==> src/rtl/dma_arb_pkg.sv <==
package dma_arb_pkg;

   typedef enum logic {
      ARB_IDLE = 1'b0,
      ARB_MOVE = 1'b1
   } arb_st_e;

   // clamp a rate exponent to the ceiling
   function automatic int unsigned rate_clamp(input int unsigned rp, input int unsigned ceil_v);
      return (rp > ceil_v) ? ceil_v : rp;
   endfunction

endpackage

==> src/rtl/dma_arb_chan.sv <==
module dma_arb_chan #(
   parameter int CNT_W = 16,
   parameter int RP_W  = 4
) (
   input  logic             clk,
   input  logic             rst_n,
   input  logic             cfg_wr,
   input  logic [CNT_W-1:0] cfg_cnt,
   input  logic [RP_W-1:0]  cfg_rpow,
   input  logic             cfg_hipri,
   input  logic             cfg_sglen,
   input  logic             burst_req,
   input  logic             single_req,
   input  logic             sw_trig,
   input  logic             grant_take,
   input  logic             xfer_dec,
   output logic             burst_elig,
   output logic             single_elig,
   output logic             hipri,
   output logic [RP_W-1:0]  rpow,
   output logic             cnt_one,
   output logic             done
);

   logic             en_q;
   logic [CNT_W-1:0] cnt_q;
   logic             sgl_q;
   logic             pend_q;

   assign cnt_one     = (cnt_q == CNT_W'(1));
   assign burst_elig  = en_q & (burst_req | pend_q);
   assign single_elig = en_q & sgl_q & single_req & ~burst_req & ~pend_q;

   always_ff @(posedge clk) begin
      if (!rst_n) begin
         en_q   <= 1'b0;
         cnt_q  <= '0;
         rpow   <= '0;
         hipri  <= 1'b0;
         sgl_q  <= 1'b0;
         pend_q <= 1'b0;
         done   <= 1'b0;
      end else begin
         if (cfg_wr) begin
            en_q  <= |cfg_cnt;
            cnt_q <= cfg_cnt;
            rpow  <= cfg_rpow;
            hipri <= cfg_hipri;
            sgl_q <= cfg_sglen;
         end else if (xfer_dec) begin
            cnt_q <= cnt_q - CNT_W'(1);
            if (cnt_one) en_q <= 1'b0;
         end
         pend_q <= (pend_q & ~grant_take) | sw_trig;
         done   <= xfer_dec & cnt_one & ~cfg_wr;
      end
   end

endmodule

==> src/rtl/dma_arb_pick.sv <==
module dma_arb_pick #(
   parameter int NCH   = 8,
   parameter int IDX_W = 3
) (
   input  logic [NCH-1:0]   req,
   input  logic [NCH-1:0]   hi,
   output logic             any,
   output logic [IDX_W-1:0] idx
);

   logic [NCH-1:0] hot;
   logic [NCH-1:0] pool;

   assign hot  = req & hi;
   assign pool = (|hot) ? hot : req;
   assign any  = |req;

   always_comb begin
      idx = '0;
      for (int i = NCH - 1; i >= 0; i--) begin
         if (pool[i]) idx = IDX_W'(i);
      end
   end

endmodule

==> src/rtl/dma_req_arbiter.sv <==
module dma_req_arbiter #(
   parameter int NCH    = 8,
   parameter int CNT_W  = 16,
   parameter int RP_W   = 4,
   parameter int RP_MAX = 10,
   localparam int IDX_W = $clog2(NCH),
   localparam int BUD_W = RP_MAX + 1
) (
   input  logic             clk,
   input  logic             rst_n,
   input  logic [NCH-1:0]   burst_req,
   input  logic [NCH-1:0]   single_req,
   input  logic [NCH-1:0]   sw_trig,
   input  logic             cfg_wr,
   input  logic [IDX_W-1:0] cfg_ch,
   input  logic [CNT_W-1:0] cfg_cnt,
   input  logic [RP_W-1:0]  cfg_rpow,
   input  logic             cfg_hipri,
   input  logic             cfg_sglen,
   output logic             xfer_valid,
   input  logic             xfer_ready,
   output logic [IDX_W-1:0] xfer_ch,
   output logic             xfer_last,
   output logic [NCH-1:0]   ch_done
);
   import dma_arb_pkg::*;

   if (NCH < 2 || NCH != (1 << IDX_W)) begin : g_bad_nch
      $error("NCH must be a power of two and at least 2");
   end
   if (RP_MAX < 0 || RP_MAX >= (1 << RP_W) || RP_MAX > 16) begin : g_bad_rpmax
      $error("RP_MAX must fit the exponent field and stay at or below 16");
   end
   if (CNT_W < 2) begin : g_bad_cnt
      $error("CNT_W must be at least 2");
   end

   logic [NCH-1:0]  b_el, s_el, hi_v, c_one, take, dec;
   logic [RP_W-1:0] rp_v [NCH];
   logic            any;
   logic [IDX_W-1:0] win;
   arb_st_e          st_q;
   logic [IDX_W-1:0] gch_q;
   logic [BUD_W-1:0] bud_q;
   logic             hs, start, ending;
   logic [RP_W-1:0]  rp_sat;
   logic [BUD_W-1:0] bud_load;

   for (genvar c = 0; c < NCH; c++) begin : g_ch
      dma_arb_chan #(.CNT_W(CNT_W), .RP_W(RP_W)) u_chan (
         .clk        (clk),
         .rst_n      (rst_n),
         .cfg_wr     (cfg_wr && (cfg_ch == IDX_W'(c))),
         .cfg_cnt    (cfg_cnt),
         .cfg_rpow   (cfg_rpow),
         .cfg_hipri  (cfg_hipri),
         .cfg_sglen  (cfg_sglen),
         .burst_req  (burst_req[c]),
         .single_req (single_req[c]),
         .sw_trig    (sw_trig[c]),
         .grant_take (take[c]),
         .xfer_dec   (dec[c]),
         .burst_elig (b_el[c]),
         .single_elig(s_el[c]),
         .hipri      (hi_v[c]),
         .rpow       (rp_v[c]),
         .cnt_one    (c_one[c]),
         .done       (ch_done[c])
      );
      assign take[c] = start && (win == IDX_W'(c));
      assign dec[c]  = hs && (gch_q == IDX_W'(c));
   end

   dma_arb_pick #(.NCH(NCH), .IDX_W(IDX_W)) u_pick (
      .req (b_el | s_el),
      .hi  (hi_v),
      .any (any),
      .idx (win)
   );

   assign start    = (st_q == ARB_IDLE) && any;
   assign hs       = (st_q == ARB_MOVE) && xfer_ready;
   assign ending   = (bud_q == BUD_W'(1)) || c_one[gch_q];
   assign rp_sat   = RP_W'(rate_clamp(int'(rp_v[win]), RP_MAX));
   assign bud_load = b_el[win] ? (BUD_W'(1) << rp_sat) : BUD_W'(1);

   always_ff @(posedge clk) begin
      if (!rst_n) begin
         st_q  <= ARB_IDLE;
         gch_q <= '0;
         bud_q <= '0;
      end else begin
         case (st_q)
            ARB_IDLE: if (start) begin
               st_q  <= ARB_MOVE;
               gch_q <= win;
               bud_q <= bud_load;
            end
            default: if (hs) begin
               bud_q <= bud_q - BUD_W'(1);
               if (ending) st_q <= ARB_IDLE;
            end
         endcase
      end
   end

   assign xfer_valid = (st_q == ARB_MOVE);
   assign xfer_ch    = gch_q;
   assign xfer_last  = xfer_valid && ending;

endmodule

==> config.mk <==
export PLATFORM = sky130hd
export DESIGN_NAME = dma_req_arbiter
export DESIGN_NICKNAME = d
export VERILOG_FILES = /design/src/rtl/dma_arb_pkg.sv /design/src/rtl/dma_arb_chan.sv /design/src/rtl/dma_arb_pick.sv /design/src/rtl/dma_req_arbiter.sv
export SDC_FILE = /design/constraint.sdc
export NUM_CORES = 1
export LEC_CHECK = 0
export BUFFER_PORTS_ARGS = -buffer_cell sky130_fd_sc_hd__buf_2
export CELL_PAD_IN_SITES_DETAIL_PLACEMENT = 2
export CELL_PAD_IN_SITES_GLOBAL_PLACEMENT = 2
export CORE_MARGIN = 2
export CORE_UTILIZATION = 40
export CTS_CLUSTER_SIZE = 40
export DETAILED_ROUTE_END_ITERATION = 10
export GPL_ROUTABILITY_DRIVEN = 0
export GPL_TIMING_DRIVEN = 0
export PLACE_DENSITY_LB_ADDON = 0.1
export SYNTH_ARGS = -nofsm -noshare
export SYNTH_HDL_FRONTEND = slang
export SYNTH_SLANG_ARGS = --single-unit
==> constraint.sdc <==
create_clock -name clk -period 8.22 [get_ports clk]
set_clock_uncertainty 0.1 [all_clocks]
set_input_delay 2.466 -clock clk [delete_from_list [all_inputs] [get_ports clk]]
set_output_delay 2.466 -clock clk [all_outputs]
set_load 0.03 [all_outputs]
Word level (Yosys, flattened, before mapping)
Cells that the tools add are included.
W data, S select, Z words.
{ "classes": {"add_sub_neg": 9, "n_lt_le_gt_ge": 4, "n_eq_ne": 31, "shifts": 1, "n_mux": 65, "n_bitwise": 116, "reduce_logical": 61} }
{ "ops": {"columns": ["operator", "n"], "rows": [
  ["$mux W16", 16],
  ["$eq A16 B1 Y1 const B", 8],
  ["$sub A16 B1 Y16 const B", 8],
  ["$and A1 B1 Y1", 64],
  ["$mux W11", 4],
  ["$eq A3 B3 Y1 const B", 12],
  ["$reduce_bool A2 Y1", 17],
  ["$not A1 Y1", 33],
  ["$mux W1", 30],
  ["$logic_and A1 B1 Y1", 27],
  ["$mux W3", 8],
  ["$reduce_and A2 Y1", 10],
  ["$eq A3 B2 Y1 const B", 6],
  ["$or A1 B1 Y1", 16],
  ["$reduce_or A16 Y1", 1],
  ["$reduce_or A8 Y1", 2],
  ["$bmux W4 S3", 1],
  ["$mux W4", 3],
  ["$eq A11 B1 Y1 const B", 1],
  ["$shl A1 B4 Y11 const A", 1],
  ["$sub A11 B1 Y11 const B", 1],
  ["$eq A3 B1 Y1 const B", 3],
  ["$logic_not A3 Y1", 3],
  ["$and A8 B8 Y8", 1],
  ["other kinds (9)", 11]
]} }
{ "word_totals": {"reg_bits": 215} }

Depth between registers and ports, before layout
Gate-level depths: netlist (run 1).
{ "logic_depth": {"depth_word": 26, "depth_mapped": 12, "depth_no_buf": 11} }

Hierarchy
A second synthesis (run 1) with hierarchy kept.
{ "unflattened": {"hier_cells": 1391, "area_unflattened_um2": 11657.4} }
{ "modules_own_cells": {"columns": ["module", "n_inst", "cells_each", "area_per_inst_um2", "seq_area_each_um2"], "rows": [
  ["dma_arb_chan", 8, 143, 1223.7, 500.5],
  ["dma_req_arbiter", 1, 216, 1640.3, 300.3],
  ["dma_arb_pick", 1, 31, 227.7, 0.0]
]} }

Worst setup path after synthesis (run 1)
Ideal clock, no wire load.
{ "synth_timing": {"path_kind": "input to register", "startpoint": "in single_req[1]", "endpoint": "reg bud_q[6]", "setup_time_ns": 0.116, "arrival_ns": 5.053, "required_time_ns": 8.004, "slack_ns": 2.950, "stages": 12, "path_buffers": 1, "cell_sequence": "a211oi_1 o22a_4 a41o_2 a22oi_1 a211o_1 buf_6 a2111oi_2 o32ai_1 a221oi_2 o21bai_1 o221ai_1 o211a_1"} }
{ "synth_via": {"elab_chain_cells": 25, "word_cells_on_any_way": 31, "classes_between": "order compare: 1; shift: 1; mux: 18; bitwise: 6; reduce/logical: 5"} }
{ "synth_lines": {"columns": ["element", "line_no", "rtl"], "rows": [
  ["start, declared", "dma_req_arbiter.sv:12", "input logic [NCH-1:0] single_req,"],
  ["$and A1 B1 Y1 (*) (3 in a row)", "dma_arb_chan.sv:32", "assign single_elig = en_q & sgl_q & single_req & ~burst_req & ~pend_q;"],
  ["$or A8 B8 Y8 (*)", "dma_req_arbiter.sv:75", ".req (b_el | s_el),"],
  ["$and A8 B8 Y8", "dma_arb_pick.sv:14", "assign hot = req & hi;"],
  ["$reduce_or A8 Y1", "dma_arb_pick.sv:15", "assign pool = (|hot) ? hot : req;"],
  ["$mux W8", "dma_arb_pick.sv:15", null],
  ["$mux W3 (8 in a row)", "dma_arb_pick.sv:21", "if (pool[i]) idx = IDX_W'(i);"],
  ["$not A3 Y4 (implied by the code)", "dma_req_arbiter.sv:84", "assign rp_sat = RP_W'(rate_clamp(int'(rp_v[win]), RP_MAX));"],
  ["$bmux W4 S3", "dma_req_arbiter.sv:84", null],
  ["$mux W4 (implied by the code) (2 in a row)", "dma_req_arbiter.sv:84", null],
  ["$gt A4 B4 Y1", "dma_arb_pkg.sv:10", "return (rp > ceil_v) ? ceil_v : rp;"],
  ["$mux W4", "dma_arb_pkg.sv:10", null],
  ["$shl A1 B4 Y11", "dma_req_arbiter.sv:85", "assign bud_load = b_el[win] ? (BUD_W'(1) << rp_sat) : BUD_W'(1);"],
  ["$mux W11", "dma_req_arbiter.sv:85", null],
  ["$mux W11", "dma_req_arbiter.sv:94", "ARB_IDLE: if (start) begin"],
  ["$mux W11", "dma_req_arbiter.sv:93", "case (st_q)"],
  ["end signal, assigned", "dma_req_arbiter.sv:97", "bud_q <= bud_load;"],
  ["end signal, assigned", "dma_req_arbiter.sv:100", "bud_q <= bud_q - BUD_W'(1);"],
  ["end, declared", "dma_req_arbiter.sv:44", "logic [BUD_W-1:0] bud_q;"]
]} }
Every way passes the cells marked *; elsewhere a longest branch is shown, timed or not. The select of a mux whose other input is x is not followed.
A chain may end at the register's enable or synchronous reset.

Worst setup path after layout (run 1)
{ "layout_timing": {"startpoint": "reg g_ch[3].u_chan.cnt_q[6]", "endpoint": "out xfer_last"} }
{ "layout_via": {"elab_chain_cells": 5} }
{ "layout_lines": {"columns": ["element", "line_no", "rtl"], "rows": [
  ["start, declared", "dma_arb_chan.sv:26", "logic [CNT_W-1:0] cnt_q;"],
  ["start signal, assigned", "dma_arb_chan.sv:46", "cnt_q <= cfg_cnt;"],
  ["start signal, assigned", "dma_arb_chan.sv:51", "cnt_q <= cnt_q - CNT_W'(1);"],
  ["$eq A16 B1 Y1", "dma_arb_chan.sv:30", "assign cnt_one = (cnt_q == CNT_W'(1));"],
  ["$bmux W1 S3", "dma_req_arbiter.sv:83", "assign ending = (bud_q == BUD_W'(1)) || c_one[gch_q];"],
  ["$mux W1 (implied by the code)", "dma_req_arbiter.sv:83", null],
  ["$logic_or A1 B1 Y1", "dma_req_arbiter.sv:83", null],
  ["$logic_and A1 B1 Y1", "dma_req_arbiter.sv:109", "assign xfer_last = xfer_valid && ending;"],
  ["end, declared", "dma_req_arbiter.sv:23", "output logic xfer_last,"]
]} }
Every way passes these cells. The select of a mux whose other input is x is not followed.

==> results.ini, run 1 <==
[cells_and_area]
layout_commonest_cell = nand2_1
final_cell_area_mm2 = 0.0132
multi_input_area_mm2 = 0.00667
fin_cells = 1882
area_growth_pct = 14.7
finalNetCount = 1545
mostFrequentLayoutCells = 239 x nand2_1, 215 x dfxtp_1, 105 x nor2_1
regArea_mm2 = 0.00430
fillers = 3280
drive_above_1_share = 0.0929

[placed_design]
dp_hpwl_um = 32800
dp.cells = 1828
numPortBuffers = 41
dpl_worst_slack_ps = 2000
place_area_mm2 = 0.0122

[route]
ant_nets = 0
via_count = 11310
vias_per_cell = 6.01
drc = 0
firstDrtPassIters = 5
drt-initial-drc-count = 632
drt-total-wl_um = 46900
wl_per_cell_um = 24.9

[synthesis]
synth_cells = 1403
synth-async-reset-ratio = 0
synth_fp_nets = 1474
synth_top_area_frac = 0.374
yosysUniqueCellTypes = 89
seq_area_frac_synth = 0.374
yosys_warnings = 0
syn_avg_cell_area_um2 = 8.21
synth_edf_count = 0
synth_area_leaders = dfxtp_1 37%, nand2_1 7.8%, o211a_1 5.6%
synth_area_mm2 = 0.0115
ys.flop_type = dfxtp_1
synth_top_area_cell = dfxtp_1
ys_ff_latch = 215

[hold_path]
hold_start = g_ch[5].u_chan.rpow[3]
hold_depth = 2
hold_class = reg2reg
whs_endpoint = g_ch[5].u_chan.rpow[3]

[die]
die_h_um = 174
rows = 62
io_pins = 66
die-area_mm2 = 0.0302
core_mm2 = 0.0285
die_w_um = 174
start_util = 0.403

[global_route]
grt_pass1_vias = 12320
overflow = 0
grt_pass1_wl_um = 72900
grt_use_met2 = 0.553
grt_max_degree = 14
grt.busiest_layer = met2
antenna_found_initial = 3
met1_usage = 0.386
grtUsageTotal = 0.309
use_met3 = 0.0388

[cts]
worstSkewPairLatency_ps = 550
hold_buffers = 0
cts_resized = 0
cts_setup_buffers = 0
htree_num_levels = 1
cts_buffer_depth = 3
cts_tree = built
clockRootBuffer = clkbuf_16
clk_pin_slew_ps = 60
clock-sinks = 215
numCtsBuffers = 28

[flow_run]
drv_cap = 0

[timing]
hold_ws_ps = 360
period_needed_ps = 6100
tightestPinTransition_ps = 1370
finalMaxSlewViolations = 0
max_freq_ghz = 0.164
setup_viol = 0
rsz0062_at_grt = no
finalCritPeriodShare = 0.742
setup_slack_ps = 2120
slew-limit-headroom = 0.0807
hold_viol = 0
fin_tns_setup_ps = 0

[pwr]
pwr-share-clk = 0.461
worst_ir_drop_vdd_mv = 0.154
p_switching_mw = 0.830
seq_power_share = 0.395
p_int_mw = 2.06
combPwrFrac = 0.144
power.leakage_nw = 5.29
p_sw_frac = 0.287
p_per_area_mw_per_mm2 = 219

[setup_path]
r2r_slack_ps = 4040
cp-start-kind = register
critPathMaxFanout = 6
reg2reg_depth = 10
slowest_stage = or4_1
r2r_start = xfer_valid
crit_chain = or4_1 > nor4_1 > nand2b_1 > nor2_1 > and4b_1 > mux4_2 > o22ai_1 > a21oi_1 > buf_2
max_stage_delay_ps = 630
critPathRequiredTime_ps = 5650
critPathKind = reg2out
crit_path_end_kind = output pin
rr_endpoint = g_ch[5].u_chan.cnt_q[13]
arrival_ps = 3530

[outcome]
status = complete, no violations

==> final cells by class <==
type | instances | share of cell area
Antenna cell | 2 | 0.000379
Timing Repair Buffer | 41 | 0.0155
Sequential cell | 215 | 0.326
Inverter | 36 | 0.0102
Multi-Input combinational cell | 1057 | 0.505
Clock buffer | 40 | 0.0634
Clock inverter | 12 | 0.0123
Tap cell | 384 | 0.0364
Buffer | 95 | 0.0305
==> worst max-delay path by stage <==
stage / depth (start not counted) / end / slack, ps / start
6_report: 9 / xfer_last / 2120 / g_ch[3].u_chan.cnt_q[6]
5_1_grt: 9 / xfer_last / 1940 / g_ch[7].u_chan.cnt_q[6]
4_1_cts: 9 / xfer_last / 2110 / g_ch[3].u_chan.cnt_q[6]
3_5_place_dp: 13 / bud_q[10] / 2000 / burst_req[0]
3_3_place_gp: 13 / bud_q[3] / 2110 / single_req[0]
2_1_floorplan: 12 / bud_q[6] / 2950 / single_req[1]
==> worst max-delay path, delay by kind of cell (launching register included) <==
kind	cells	cell delay [ps]
AO/OA/AOI/OAI	2	380
buffers and inverters	1	210
flip-flops	1	360
multiplexers	1	280
AND/OR/NAND/NOR	5	1770
==> registers in the layout, indices dropped and copies added (netlist names) <==
signal / cells
bud_q: 11
g_ch.u_chan.cnt_q: 128
g_ch.u_chan.done: 8
g_ch.u_chan.en_q: 8
g_ch.u_chan.hipri: 8
g_ch.u_chan.pend_q: 8
g_ch.u_chan.rpow: 32
g_ch.u_chan.sgl_q: 8
xfer_ch: 3
xfer_valid: 1
==> power groups by stage <==
stage	Clock, mW	Combinational, mW	Sequential, mW
6_report	1.33	0.416	1.14
5_1_grt	1.39	0.455	1.15
4_1_cts	1.34	0.415	1.14
3_5_place_dp	0	0.407	1.16
3_3_place_gp	0	0.391	1.16
2_1_floorplan	0	0.273	1.15
==> cells by family (layout without fill, tap and decap cells) <==
family,after synthesis,after routing,synth area share
multiplexers,8,8,0.00826
AO/OA/AOI/OAI,350,350,0.238
XOR/XNOR,99,99,0.0753
AND/OR/NAND/NOR,582,582,0.238
flip-flops,215,215,0.374
buffers and inverters,131,224,0.0467
adder cells (fa/ha/maj),18,18,0.0196
other,0,2,0
==> metrics by stage <==
step / util / total power [mW]
floorplan: - / 1.42
global placement: 0.427 / 1.55
detailed placement: 0.427 / 1.57
CTS: 0.462 / 2.90
global route: 0.462 / 2.99
finish: 0.463 / 2.89
==> synth_stat cells (4+ instances only) <==
cell type / count
nor3_1: 52
or4_1: 9
inv_1: 35
or2_2: 5
a311oi_1: 9
a21boi_0: 37
nor4_1: 46
or3_1: 26
and2b_1: 6
nor2_1: 105
a31oi_1: 8
o211ai_1: 18
buf_4: 8
nand2b_1: 12
o22ai_1: 6
nand3b_1: 4
nor2b_1: 6
a41o_2: 4
o21a_1: 13
nand2_1: 239
mux2i_1: 5
clkbuf_1: 69
nand3_1: 38
xnor2_1: 65
ha_1: 18
a21oi_1: 37
dfxtp_1: 215
o21ai_0: 48
a211oi_1: 54
buf_1: 15
o221ai_1: 4
and2_1: 7
xor2_1: 34
o211a_1: 64
==> metal layers <==
metal	up-vias	part of all wire
li1	5170	-
met1	5818	0.44
met2	234	0.50
met3	86	0.035
met4	2	0.031
met5	-	0.00028
Power figures use the tool's default switching activity.
==> run 2: changes to the inputs <==
--- a/config.mk
+++ b/config.mk
@@ -9,7 +9,7 @@
 export CELL_PAD_IN_SITES_DETAIL_PLACEMENT = 2
 export CELL_PAD_IN_SITES_GLOBAL_PLACEMENT = 2
 export CORE_MARGIN = 2
-export CORE_UTILIZATION = 40
+export CORE_UTILIZATION = 37
 export CTS_CLUSTER_SIZE = 40
 export DETAILED_ROUTE_END_ITERATION = 10
 export GPL_ROUTABILITY_DRIVEN = 0
==> constraint.sdc (replaced) <==
create_clock -name clk -period 6.1 [get_ports clk]
set_clock_uncertainty 0.1 [all_clocks]
set_input_delay 1.83 -clock clk [delete_from_list [all_inputs] [get_ports clk]]
set_output_delay 1.83 -clock clk [all_outputs]
set_load 0.03 [all_outputs]
==> results.ini, run 2 (synthesized netlist as in run 1, its figures left out) <==
[setup_path]
critPathMaxFanout = 6
crit_path_end_kind = output pin
crit_start = g_ch[3].u_chan.cnt_q[6]
max_stage_delay_ps = 640
critPathRequiredTime_ps = 4170
r2r_start = xfer_valid
slowest_stage = or4_1
cp-start-kind = register
critPathKind = reg2out
crit_chain = or4_1 > nor4_1 > nand2b_1 > nor2_1 > and4b_1 > mux4_2 > o22ai_1 > a21oi_1 > buf_2
arrival_ps = 3540

[global_route]
grt_pass1_wl_um = 70800
grt_max_degree = 14
grtUsageTotal = 0.277
overflow = 0
antenna_found_initial = 0
grt_pass1_vias = 11702

[die]
rows = 64
io_pins = 66
die-area_mm2 = 0.0325
start_util = 0.376
die_w_um = 180
core_mm2 = 0.0306
die_h_um = 180

[timing]
fin_tns_setup_ps = 0
period_needed_ps = 5470
finalMaxSlewViolations = 0
tightestPinTransition_ps = 1300
finalCritPeriodShare = 0.896
hold_viol = 0
rsz0062_at_grt = no
setup_slack_ps = 632
slew-limit-headroom = 0.126
setup_viol = 0
max_freq_ghz = 0.183

[cells_and_area]
largest_reg_flops = 128
regMostFlops = g_ch.u_chan.cnt_q
drive_above_1_share = 0.0866
mostFrequentLayoutCells = 239 x nand2_1, 215 x dfxtp_1, 105 x nor2_1
layout_commonest_cell = nand2_1
n_antenna_cell = 0
finish.utilization = 0.427
finalNetCount = 1544
largest_registers = g_ch.u_chan.cnt_q (128), g_ch.u_chan.rpow (32), bud_q (11)
area_growth_pct = 13.3

[outcome]
status = complete, no violations

[route]
drc = 0
via_count = 11031
wl_per_cell_um = 24.2
ant_nets = 0
firstDrtPassIters = 5
drt-initial-drc-count = 568
drt-total-wl_um = 45600
vias_per_cell = 5.85

[placed_design]
dp_hpwl_um = 32600
dpl_worst_slack_ps = 663
numPortBuffers = 41

[pwr]
pwr-share-clk = 0.428
p_switching_mw = 1.08
combPwrFrac = 0.151
p_per_area_mw_per_mm2 = 280
p_int_mw = 2.57
power.leakage_nw = 5.20
seq_power_share = 0.421
p_sw_frac = 0.296
worst_ir_drop_vdd_mv = 0.208

[cts]
htree_num_levels = 1
clock-sinks = 215
cts_tree = built
numCtsBuffers = 27
hold_buffers = 0
clk_pin_slew_ps = 60
clockRootBuffer = clkbuf_16
cts_buffer_depth = 3
worstSkewPairLatency_ps = 560
cts_resized = 0
cts_setup_buffers = 0

[flow_run]
drv_cap = 0

[hold_path]
hold_start = g_ch[7].u_chan.rpow[1]
hold_class = reg2reg

run 2: changes by cell type in the layout (fill, tap and decap cells not counted), sizes merged:
cell    before  now
bufinv       4    1
clkinv       7    3
diode        2    0
inv         36   37
run 2: power by group through the flow:
| stage | clock network (mW) | registers (mW) | logic (mW) |
|---|---|---|---|
| global route | 1.65 | 1.55 | 0.610 |
| floorplan | 0 | 1.55 | 0.368 |
| finish | 1.56 | 1.54 | 0.553 |
| CTS | 1.59 | 1.54 | 0.554 |
| detailed placement | 0 | 1.57 | 0.547 |
| global placement | 0 | 1.56 | 0.529 |
run 2: final timing paths:
| path | endpoint | slack (ps) | cells past startpoint |
|---|---|---|---|
| hold reg to reg | g_ch[7].u_chan.rpow[1] | 360 | 2 |
| setup reg to reg | g_ch[6].u_chan.cnt_q[9] | 2050 | 10 |
| setup / recovery | xfer_last | 630 | 9 |
| hold / removal | g_ch[7].u_chan.rpow[1] | 360 | 2 |
run 2: metal layers:
layer  wire length [um]  track usage  share of wire
met1              21100        0.371           0.46
met2              21500        0.472           0.47
met3               1810       0.0354          0.040
met4               1240       0.0729          0.027
met5                  0            0              0
run 2: per-stage QoR:
| step | hold WS (ps) | cell area [um2] | power (mW) | cells |
|---|---|---|---|---|
| 3_5_place_dp | 351 | 12200 | 2.11 | 1840 |
| 3_3_place_gp | 339 | 12200 | 2.09 | 1840 |
| 4_1_cts | 359 | 13100 | 3.68 | 1886 |
| 2_1_floorplan | 333 | 11500 | 1.92 | 1403 |
| 5_1_grt | 379 | 13100 | 3.81 | 1886 |
| 6_report | 360 | 13100 | 3.65 | 1886 |
run 2: critical path: cells and delay by family, from the launching register on:
| family | cells | cell delay [ps] |
|---|---|---|
| and+or+nand+nor | 5 | 1710 |
| muxes | 1 | 300 |
| AOI/OAI and AO/OA | 2 | 400 |
| buffers and inverters | 1 | 220 |
| DFF | 1 | 360 |
run 2: area by class of cell:
cell class	count	area, um2
repair buffers	41	205
clock buffers	40	774
clock inverters	6	61.3
multi-input cells	1057	6670
flip-flops and latches	215	4300
well taps	396	495
plain buffers	95	403
inverters	36	135
fillers	3516	17500
==> run 3: changes to the inputs <==
--- a/config.mk
+++ b/config.mk
@@ -5,11 +5,12 @@
 export SDC_FILE = /design/constraint.sdc
 export NUM_CORES = 1
 export LEC_CHECK = 0
+export ABC_AREA = 1
 export BUFFER_PORTS_ARGS = -buffer_cell sky130_fd_sc_hd__buf_2
 export CELL_PAD_IN_SITES_DETAIL_PLACEMENT = 2
 export CELL_PAD_IN_SITES_GLOBAL_PLACEMENT = 2
 export CORE_MARGIN = 2
-export CORE_UTILIZATION = 37
+export CORE_UTILIZATION = 34
 export CTS_CLUSTER_SIZE = 40
 export DETAILED_ROUTE_END_ITERATION = 10
 export GPL_ROUTABILITY_DRIVEN = 0
@@ -17,4 +18,5 @@
 export PLACE_DENSITY_LB_ADDON = 0.1
 export SYNTH_ARGS = -nofsm -noshare
 export SYNTH_HDL_FRONTEND = slang
+export SYNTH_HIERARCHICAL = 1
 export SYNTH_SLANG_ARGS = --single-unit
==> constraint.sdc (replaced) <==
create_clock -name clk -period 5.8 [get_ports clk]
set_clock_uncertainty 0.1 [all_clocks]
set_input_delay 1.74 -clock clk [delete_from_list [all_inputs] [get_ports clk]]
set_output_delay 1.74 -clock clk [all_outputs]
set_load 0.03 [all_outputs]
==> results.ini, run 3 <==
[outcome]
status = complete, no violations

[cells_and_area]
fillers = 5055
drive_above_1_share = 0.114
regMostFlops = g_ch.u_chan/cnt_q
largest_registers = g_ch.u_chan/cnt_q (128), g_ch.u_chan/rpow (32), bud_q (11)
layout_commonest_cell = nand2_1
mostFrequentLayoutCells = 475 x nand2_1, 447 x nor2_1, 251 x inv_1
largest_reg_flops = 128
area_growth_pct = 14.1
multi_input_area_mm2 = 0.00821
n_antenna_cell = 0
finalNetCount = 2357
finish.utilization = 0.395
regArea_mm2 = 0.00430

[route]
firstDrtPassIters = 5
vias_per_cell = 5.41
wl_per_cell_um = 21.6
drt-total-wl_um = 61100
via_count = 15315
drc = 0
ant_nets = 0
drt-initial-drc-count = 637

[cts]
hold_buffers = 0
cts_setup_buffers = 0
clockRootBuffer = clkbuf_16
cts_tree = built
worstSkewPairLatency_ps = 580
cts_resized = 0
cts_buffer_depth = 3
htree_num_levels = 1
clock-sinks = 215
clk_pin_slew_ps = 60
numCtsBuffers = 30

[die]
rows = 73
start_util = 0.347
die_w_um = 206
core_mm2 = 0.0399
die-area_mm2 = 0.0423
die_h_um = 206
io_pins = 66

[pwr]
power.leakage_nw = 7.20
worst_ir_drop_vdd_mv = 0.208
power_mw = 4.55
p_per_area_mw_per_mm2 = 288

[synthesis]
ys_ff_latch = 215
seq_area_frac_synth = 0.311
yosysUniqueCellTypes = 39
yosys_warnings = 6
synth-async-reset-ratio = 0
synth_top_area_frac = 0.311
synth_top_area_cell = dfxtp_1
synth.most_common_cell = nand2_1
synth_fp_nets = 2260
synth_area_mm2 = 0.0138
synth_area_leaders = dfxtp_1 31%, nand2_1 13%, nor2_1 12%
ys.flop_type = dfxtp_1
syn_avg_cell_area_um2 = 6.32
synth_commonest_cells = 475 x nand2_1, 447 x nor2_1, 251 x inv_1
synth_cells = 2189
synth_edf_count = 0

[setup_path]
arrival_ps = 4840
critPathKind = in2reg
slowest_stage = or2_2
worst-path-buf-inv = 2
critPathRequiredTime_ps = 6200
crit_chain = buf_2 > nor2_1 > nor2_1 > or2_2 > nand2_1 > nand2_1 > nor2_4 > nand3_1 > nand2_1 > nand2_1 > nand2_1 > nand2_1 > nand2_1 > nand2_1 > a21oi_2 > buf_4 > nand2_1 > nor2_1 > a21oi_1 > nand4_1 > nand2_1 > nor2_1 > nand2_1 > a21oi_1
crit_path_end_kind = register
max_stage_delay_ps = 370
crit_path_frequent_cell = nand2_1
critPathMaxFanout = 10
cp-start-kind = input pin
path_delay_family = simple AND/OR/NAND/NOR gates

[timing]
finalMaxSlewViolations = 0
setup_slack_ps = 1360
fin_tns_setup_ps = 0
hold_viol = 0
hold_ws_ps = 391
tightestPinTransition_ps = 959
finalCritPeriodShare = 0.766
max_freq_ghz = 0.225
setup_viol = 0
rsz0062_at_grt = no
slew-limit-headroom = 0.358
period_needed_ps = 4440

[global_route]
grt_max_degree = 41
overflow = 0
grt_pass1_vias = 16489
grtUsageTotal = 0.289
antenna_found_initial = 2
grt_pass1_wl_um = 93700

[flow_run]
drv_cap = 0

[hold_path]
hold_class = reg2reg

[placed_design]
dpl_worst_slack_ps = 716
dp_hpwl_um = 43000
numPortBuffers = 65

-- run 3: changes by cell type after synthesis, moves of 79 or more --
cell     delta
nor2_1    +342
inv_1     +216
nand2_1   +236
nand3_1    +99
a21oi_1    +93
a22oi_1    +79
-- run 3: cell families after synthesis --
group / share of synthesized area
xor gates and xnor gates: 0.0348
adders and majority gates: 0.0163
AOI/OAI and AO/OA: 0.147
buffers and inverters: 0.0949
DFF: 0.311
and+or+nand+nor: 0.396
-- run 3: cell type report --
cell class,instances,share of cell area
Buffer,71,0.0219
Clock buffer,43,0.0577
Clock inverter,10,0.00349
Inverter,257,0.0613
Multi-Input combinational cell,1646,0.521
Sequential cell,215,0.273
Tap cell,525,0.0416
Timing Repair Buffer,65,0.0206
-- run 3: report_power, final --
part	internal (mW)	total, mW	switching [mW]
logic	0.330	1.10	0.766
clock network	1.08	1.82	0.743
registers	1.55	1.63	0.0781
total	2.96	4.55	1.59
-- run 3: worst reg2reg max path: cells and delay by family (launching register included) --
| family | cells | cell delay (ps) |
|---|---|---|
| and+or+nand+nor | 19 | 2280 |
| buffers and inverters | 2 | 290 |
| DFF | 1 | 330 |
| AOI/OAI and AO/OA | 3 | 450 |
-- run 3: metrics by stage --
step / instances / cell area (um2)
after floorplan: 2189 / 13800
after global placement: 2779 / 14800
after detailed placement: 2779 / 14800
after CTS: 2832 / 15800
after global routing: 2832 / 15800
final: 2832 / 15800
-- run 3: routing by layer --
metal  vias to the layer above  part of all wire  global-route usage
li1                       7247                 -                   -
met4                         2             0.040               0.118
met2                       272              0.48               0.509
met5                         -           0.00021                   0
met1                      7671              0.44               0.354
met3                       123             0.040              0.0345
-- run 3: path summary, 6_finish.rpt --
path / from / cells past startpoint / slack (ps) / to
setup / recovery: burst_req[3] / 24 / 1360 / bud_q[5]
hold / removal: g_ch[0].u_chan/cnt_q[1] / 2 / 390 / g_ch[0].u_chan/cnt_q[1]
setup reg to reg: g_ch[2].u_chan/en_q / 24 / 2260 / bud_q[5]
hold reg to reg: g_ch[0].u_chan/cnt_q[1] / 2 / 390 / g_ch[0].u_chan/cnt_q[1]
